## config.mk

```make
export PLATFORM = sky130hd
export DESIGN_NAME = uart_tx_dmareq
export DESIGN_NICKNAME = d
export VERILOG_FILES = /design/src/rtl/uart_tx_pkg.sv /design/src/rtl/uart_baud_gen.sv /design/src/rtl/uart_tx_fifo.sv /design/src/rtl/uart_tx_serializer.sv /design/src/rtl/uart_tx_dmareq.sv
export SDC_FILE = /design/constraint.sdc
export NUM_CORES = 1
export LEC_CHECK = 0
export ABC_AREA = 1
export BUFFER_PORTS_ARGS = -buffer_cell sky130_fd_sc_hd__buf_2
export CAP_MARGIN = 20
export CORE_AREA = 2 2 190 192
export CTS_BUF_LIST = sky130_fd_sc_hd__clkbuf_16
export CTS_CLUSTER_SIZE = 14
export DETAILED_ROUTE_END_ITERATION = 10
export DIE_AREA = 0 0 192 194
export SYNTH_ARGS = -nofsm -noshare
export SYNTH_HDL_FRONTEND = slang
export SYNTH_SLANG_ARGS = --single-unit
```

## constraint.sdc

```tcl
create_clock -name clk_i -period 3 [get_ports clk_i]
set_input_delay 0.6 -clock clk_i [delete_from_list [all_inputs] [get_ports clk_i]]
set_output_delay 0.6 -clock clk_i [all_outputs]
set_load 0.01 [all_outputs]
```

## src/rtl/uart_tx_pkg.sv

```systemverilog
package uart_tx_pkg;
  localparam int unsigned FRAME_BITS = 10;  // start + 8 data + stop
  localparam int unsigned OVERSAMPLE = 32;

  typedef enum logic {
    SER_IDLE  = 1'b0,
    SER_SHIFT = 1'b1
  } ser_state_e;
endpackage

```

## src/rtl/uart_baud_gen.sv

```systemverilog
module uart_baud_gen #(
  parameter int unsigned PRESC_W = 2,
  parameter int unsigned DIV_W   = 8,
  parameter int unsigned OS      = uart_tx_pkg::OVERSAMPLE
) (
  input  logic               clk_i,
  input  logic               rst_ni,
  input  logic               run_i,
  input  logic [PRESC_W-1:0] presc_i,
  input  logic [DIV_W-1:0]   div_i,
  output logic               bit_tick_o
);
  localparam int unsigned PRE_W = 2 * ((1 << PRESC_W) - 1);
  localparam int unsigned OS_W  = $clog2(OS);

  logic [PRE_W-1:0] pre_cnt;
  logic [PRE_W:0]   pre_lim_w;
  logic [PRE_W-1:0] pre_lim;
  logic [DIV_W-1:0] div_cnt;
  logic [OS_W-1:0]  os_cnt;
  logic             pre_tick, div_tick;

  // prescaler divides by 4^n
  assign pre_lim_w  = ((PRE_W+1)'(1) << (2 * presc_i)) - (PRE_W+1)'(1);
  assign pre_lim    = pre_lim_w[PRE_W-1:0];
  assign pre_tick   = (pre_cnt == pre_lim);
  assign div_tick   = pre_tick && (div_cnt == div_i);
  assign bit_tick_o = div_tick && (os_cnt == OS_W'(OS - 1));

  always_ff @(posedge clk_i or negedge rst_ni) begin
    if (!rst_ni) begin
      pre_cnt <= '0;
      div_cnt <= '0;
      os_cnt  <= '0;
    end else if (!run_i) begin
      pre_cnt <= '0;
      div_cnt <= '0;
      os_cnt  <= '0;
    end else begin
      pre_cnt <= pre_tick ? '0 : pre_cnt + 1'b1;
      if (pre_tick) div_cnt <= div_tick ? '0 : div_cnt + 1'b1;
      if (div_tick) os_cnt  <= bit_tick_o ? '0 : os_cnt + 1'b1;
    end
  end
endmodule

```

## src/rtl/uart_tx_fifo.sv

```systemverilog
module uart_tx_fifo #(
  parameter int unsigned DEPTH = 16,
  parameter int unsigned W     = 8,
  localparam int unsigned AW   = $clog2(DEPTH),
  localparam int unsigned CW   = $clog2(DEPTH + 1)
) (
  input  logic          clk_i,
  input  logic          rst_ni,
  input  logic          clr_i,
  input  logic          push_i,
  input  logic [W-1:0]  data_i,
  input  logic          pop_i,
  output logic [W-1:0]  data_o,
  output logic [CW-1:0] fill_o,
  output logic [CW-1:0] fill_nxt_o,
  output logic          push_ok_o,
  output logic          full_o,
  output logic          empty_o
);
  logic [W-1:0]  mem [DEPTH];
  logic [AW-1:0] wr_ptr, rd_ptr;
  logic [CW-1:0] cnt;
  logic          pop_ok;

  assign full_o     = (cnt == CW'(DEPTH));
  assign empty_o    = (cnt == '0);
  assign push_ok_o  = push_i && !clr_i && !full_o;
  assign pop_ok     = pop_i && !clr_i && !empty_o;
  assign data_o     = mem[rd_ptr];
  assign fill_o     = cnt;

  always_comb begin
    if (clr_i) fill_nxt_o = '0;
    else begin
      unique case ({push_ok_o, pop_ok})
        2'b10:   fill_nxt_o = cnt + 1'b1;
        2'b01:   fill_nxt_o = cnt - 1'b1;
        default: fill_nxt_o = cnt;
      endcase
    end
  end

  always_ff @(posedge clk_i or negedge rst_ni) begin
    if (!rst_ni) begin
      wr_ptr <= '0;
      rd_ptr <= '0;
      cnt    <= '0;
    end else begin
      cnt <= fill_nxt_o;
      if (clr_i) begin
        wr_ptr <= '0;
        rd_ptr <= '0;
      end else begin
        if (push_ok_o) wr_ptr <= wr_ptr + 1'b1;
        if (pop_ok)    rd_ptr <= rd_ptr + 1'b1;
      end
    end
  end

  always_ff @(posedge clk_i) begin
    if (push_ok_o) mem[wr_ptr] <= data_i;
  end
endmodule

```

## src/rtl/uart_tx_serializer.sv

```systemverilog
module uart_tx_serializer
  import uart_tx_pkg::*;
#(
  parameter int unsigned W   = 8,
  localparam int unsigned FB = W + 2,
  localparam int unsigned BW = $clog2(FB)
) (
  input  logic         clk_i,
  input  logic         rst_ni,
  input  logic         en_i,
  input  logic         avail_i,
  input  logic [W-1:0] data_i,
  input  logic         bit_tick_i,
  output logic         pop_o,
  output logic         busy_o,
  output logic         line_o
);
  ser_state_e    state;
  logic [FB-1:0] shreg;
  logic [BW-1:0] bit_idx;

  assign pop_o  = (state == SER_IDLE) && en_i && avail_i;
  assign busy_o = (state == SER_SHIFT);
  assign line_o = busy_o ? shreg[0] : 1'b1;

  always_ff @(posedge clk_i or negedge rst_ni) begin
    if (!rst_ni) begin
      state   <= SER_IDLE;
      shreg   <= '1;
      bit_idx <= '0;
    end else if (!en_i) begin
      state   <= SER_IDLE;
      shreg   <= '1;
      bit_idx <= '0;
    end else begin
      unique case (state)
        SER_IDLE: if (pop_o) begin
          shreg   <= {1'b1, data_i, 1'b0};
          bit_idx <= '0;
          state   <= SER_SHIFT;
        end
        SER_SHIFT: if (bit_tick_i) begin
          shreg <= {1'b1, shreg[FB-1:1]};
          if (bit_idx == BW'(FB - 1)) state <= SER_IDLE;
          else bit_idx <= bit_idx + 1'b1;
        end
        default: state <= SER_IDLE;
      endcase
    end
  end
endmodule

```

## src/rtl/uart_tx_dmareq.sv

```systemverilog
module uart_tx_dmareq #(
  parameter int unsigned DEPTH   = 16,
  parameter int unsigned W       = 8,
  parameter int unsigned PRESC_W = 2,
  parameter int unsigned DIV_W   = 8,
  localparam int unsigned CW     = $clog2(DEPTH + 1)
) (
  input  logic               clk_i,
  input  logic               rst_ni,
  input  logic               wr_en_i,
  input  logic [W-1:0]       wr_data_i,
  input  logic               tx_en_i,
  input  logic               irq_en_i,
  input  logic               fifo_clr_i,
  input  logic [PRESC_W-1:0] prescale_i,
  input  logic [DIV_W-1:0]   divisor_i,
  input  logic [CW-1:0]      trig_lvl_i,
  output logic               txd_o,
  output logic               dma_req_o,
  output logic               tx_irq_o,
  output logic               ovf_o
);
  logic [W-1:0]  head;
  logic [CW-1:0] fill, fill_nxt;
  logic          wr_acc, full, empty, pop, busy, line, bit_tick;
  logic          req_q, ovf_q;

  uart_tx_fifo #(.DEPTH(DEPTH), .W(W)) u_fifo (
    .clk_i, .rst_ni,
    .clr_i      (fifo_clr_i),
    .push_i     (wr_en_i),
    .data_i     (wr_data_i),
    .pop_i      (pop),
    .data_o     (head),
    .fill_o     (fill),
    .fill_nxt_o (fill_nxt),
    .push_ok_o  (wr_acc),
    .full_o     (full),
    .empty_o    (empty)
  );

  uart_baud_gen #(.PRESC_W(PRESC_W), .DIV_W(DIV_W)) u_baud (
    .clk_i, .rst_ni,
    .run_i      (busy),
    .presc_i    (prescale_i),
    .div_i      (divisor_i),
    .bit_tick_o (bit_tick)
  );

  uart_tx_serializer #(.W(W)) u_ser (
    .clk_i, .rst_ni,
    .en_i       (tx_en_i),
    .avail_i    (!empty && !fifo_clr_i),
    .data_i     (head),
    .bit_tick_i (bit_tick),
    .pop_o      (pop),
    .busy_o     (busy),
    .line_o     (line)
  );

  always_ff @(posedge clk_i or negedge rst_ni) begin
    if (!rst_ni) begin
      req_q <= 1'b0;
      ovf_q <= 1'b0;
    end else begin
      // forced low for one cycle after each accepted write
      req_q <= (fill_nxt <= trig_lvl_i) && !wr_acc;
      if (fifo_clr_i)          ovf_q <= 1'b0;
      else if (wr_en_i && full) ovf_q <= 1'b1;
    end
  end

  assign txd_o     = line | ~tx_en_i;
  assign dma_req_o = req_q;
  assign tx_irq_o  = req_q & irq_en_i;
  assign ovf_o     = ovf_q;
endmodule

```

==> results.cfg <==
[setup_path]
cp-startpoint = u_fifo.fill_o[3]$_DFF_PN0_
worstPathRequired_ns = 3.35
critical_path_class = reg -> reg
worst_path_max_delay_cell = dfrtp_1
path_buf_inv = 0
worstSetupStartpointType = register
r2r-start = u_fifo.fill_o[3]$_DFF_PN0_
critical_path.top_delay_family = simple AND/OR/NAND/NOR gates
crit_chain = nor2_4 -> nand3_1 -> nand2_2 -> nand2_4 -> xor2_2 -> ha_1 -> or2_2 -> nand3_1 -> nand2_1 -> nand2_1 -> nand2_1 -> nand2_1 -> nand2_1 -> nor2_2 -> ha_4 -> a21oi_1 -> o221ai_2 -> a21oi_1
critPathMaxFanout = 4
cp_data_arrival_time_ns = 3.13
critPathMostFrequentCell = nand2_1
slowest_delay_ns = 0.43
cp-end-kind = register

[sta]
tightest_slew_ns = 0.9365
finalSetupTns_ns = 0
timing.fmax_ghz = 0.3597
finClkSkew_ns = 0.01497
max-slew-margin-rel_pct = 37.56
setup_viol = 0
finalHoldViolCount = 0
timing.final.crit_share_pct = 92.67
min_period_ns = 2.780
finalMaxSlewViolations = 0

[power]
power_density_nw_per_um2 = 702.8
irDropWorstVdd_uv = 314.6
p_leak_nw = 3.611

[run]
drv_cap = 0

[cts]
hold_buffers = 0
clk_pin_slew_ns = 0.07
clock_latency_ns = 0.43
cts-root-buf = clkbuf_16
cts_sinks = 176
cts_buffers = 17
clk_path_buf_depth = 2
h-tree-depth = 4
cts_tree = yes

[die]
rows = 69
die_height_um = 194
chipWidth_um = 192
io_pins = 33
start_util_pct = 22.61
die_area_sq_um = 37250
core_sq_um = 35220

[synthesis]
synthArstFlopShare_pct = 27.27
syn_nets = 803
seq_area_frac_synth_pct = 63.49
synth_cell_types = 37
ys_ff_latch = 176
syn-cell-area_sq_um = 7964
avgSynthCellArea_sq_um = 10.53
synth-edff-count = 128
yosysWarnings = 0
synth_cells = 756
ys.flop_type = edfxtp_1

[route]
first_iter_violations = 380
viasPerCell = 4.214
drc_errors = 0
route.antenna.remaining_nets = 0
detailroute.via_count = 5427
wirelength_um = 17610
routedWlPerCell_um = 13.67
first_pass_iters = 4

[global_routing]
grt_antenna_before_repair = 1
overflow = 0
grt_pass1_wl_um = 27920
grt_max_degree = 89
grt_usage_pct = 9.683
grt_pass1_vias = 5213

[placement]
dp.cells = 1254
place.detailed.hpwl_um = 11660
postPlaceCellArea_sq_um = 8827
gp_congestion = 0.7962
port_buffers = 32

[layout]
area_delta_synth_final_pct = 19.25
fin_nets = 860
stdcell_count = 1288
final_util_pct = 26.96
layout-drive-gt1-share_pct = 15.86
final_area_sq_um = 9497
fillCellCount = 3701

[outcome]
status = finished clean

[hold_path]
holdCritPathClass = in -> async
==> worst paths after layout <==
kind | to | slack, ns | depth (start not counted)
worst max register to register | dma_req_o$_DFF_PN0_ | 0.22 | 18
worst max-delay path | dma_req_o$_DFF_PN0_ | 0.22 | 18
worst min-delay path | dma_req_o$_DFF_PN0_ | 0.30 | 1
worst min register to register | u_ser.shreg[8]$_DFFE_PN1P_ | 0.47 | 2
min in group clk_i | u_ser.shreg[8]$_DFFE_PN1P_ | 0.47 | 2
max in group asynchronous | u_baud.div_cnt[7]$_DFFE_PN0P_ | 1.99 | 2
==> kinds of logic after synthesis <==
family,count (synthesis),share of synthesized area (%)
compound gates,150,11.14
xor+xnor,16,1.854
fa+ha+maj,18,2.828
simple gates,288,15.32
flops,176,63.49
buf+inv,108,5.373
==> cell usage in the layout, fill, tap and decap left out, drive strengths merged, types with 5 or more instances in the layout <==
cell,instances
nand2,119
o21ai,79
clkinv,8
o2111ai,12
ha,18
o211ai,24
nor3,9
dfstp,9
a21oi,22
inv,88
buf,64
edfxtp,128
dfrtp,39
nor2,121
clkbuf,17
xor2,14
nand3,29
o22ai,5
==> registers in the layout, indices dropped and copies added, names as in the netlist <==
signal	cells
u_ser.busy_o	1
ovf_o	1
u_fifo.wr_ptr	4
u_fifo.mem	128
u_fifo.rd_ptr	4
u_ser.shreg	9
u_baud.pre_cnt	6
u_ser.bit_idx	4
dma_req_o	1
u_baud.div_cnt	8
u_fifo.fill_o	5
u_baud.os_cnt	5
==> per-layer routing <==
| layer | vias up | routed length (um) | global-route usage [%] | part of all wire [%] |
|---|---|---|---|---|
| met1 | 2595 | 7491 | 12.17 | 43 |
| met5 | - | 16 | 0 | 0.091 |
| met2 | 90 | 8886 | 16.06 | 50 |
| met3 | 24 | 788 | 1.647 | 4.5 |
| li1 | 2716 | - | - | - |
| met4 | 2 | 423 | 4.693 | 2.4 |
==> synthesized netlist by cell type (3+ instances only) <==
cell type	number	area [sq um]
o221ai_1	4	35.03
dfrtp_1	39	975.9
ha_1	18	225.2
nand4_1	4	25.02
nand3_1	28	140.1
o2111ai_1	12	105.1
nor2_1	117	439.2
a21oi_1	22	110.1
inv_1	80	300.3
o22ai_1	5	31.28
or2_2	3	18.77
o211ai_1	24	180.2
xor2_1	13	113.9
edfxtp_1	128	3844
o21ai_0	65	325.3
nor3_1	9	45.04
nand2_1	113	424.2
nand2_2	4	25.02
clkbuf_1	12	45.04
buf_2	12	60.06
o21ai_1	14	70.07
dfstp_2	9	236.5
==> final cells by class <==
cell class                      instances  area, sq um  area share [%]
Inverter                               82        307.8           3.241
Timing Repair Buffer                   64        412.9           4.348
Clock inverter                         15        195.2           2.055
Clock buffer                           17        425.4           4.480
Tap cell                              461        576.8           6.074
Multi-Input combinational cell        472         2516           26.50
Antenna cell                            1        2.502         0.02635
Sequential cell                       176         5060           53.28
==> power by group <==
part | switching, mW | leakage (nW) | internal [mW] | total (mW)
Sequential | 0.116 | 1.77 | 2.83 | 2.95
Clock | 1.05 | 0.301 | 1.21 | 2.25
Combinational | 0.999 | 1.54 | 0.474 | 1.47
==> metrics by stage <==
step / hold slack (ns) / power (mW) / setup slack [ns]
final: 0.3020 / 6.674 / 0.2199
after global routing: 0.3842 / 7.059 / -0.02354
after CTS: 0.3509 / 6.729 / 0.1507
after detailed placement: 0.4584 / 4.467 / -0.03831
after global placement: 0.4553 / 4.440 / 0.05270
after floorplan: 0.3044 / 3.986 / 0.1453
==> what timing repair did <==
action	in CTS	in global routing
buffers inserted	0	1
setup endpoints to repair	0	1
resized for setup	0	10
(Power assumes the default switching activity.)
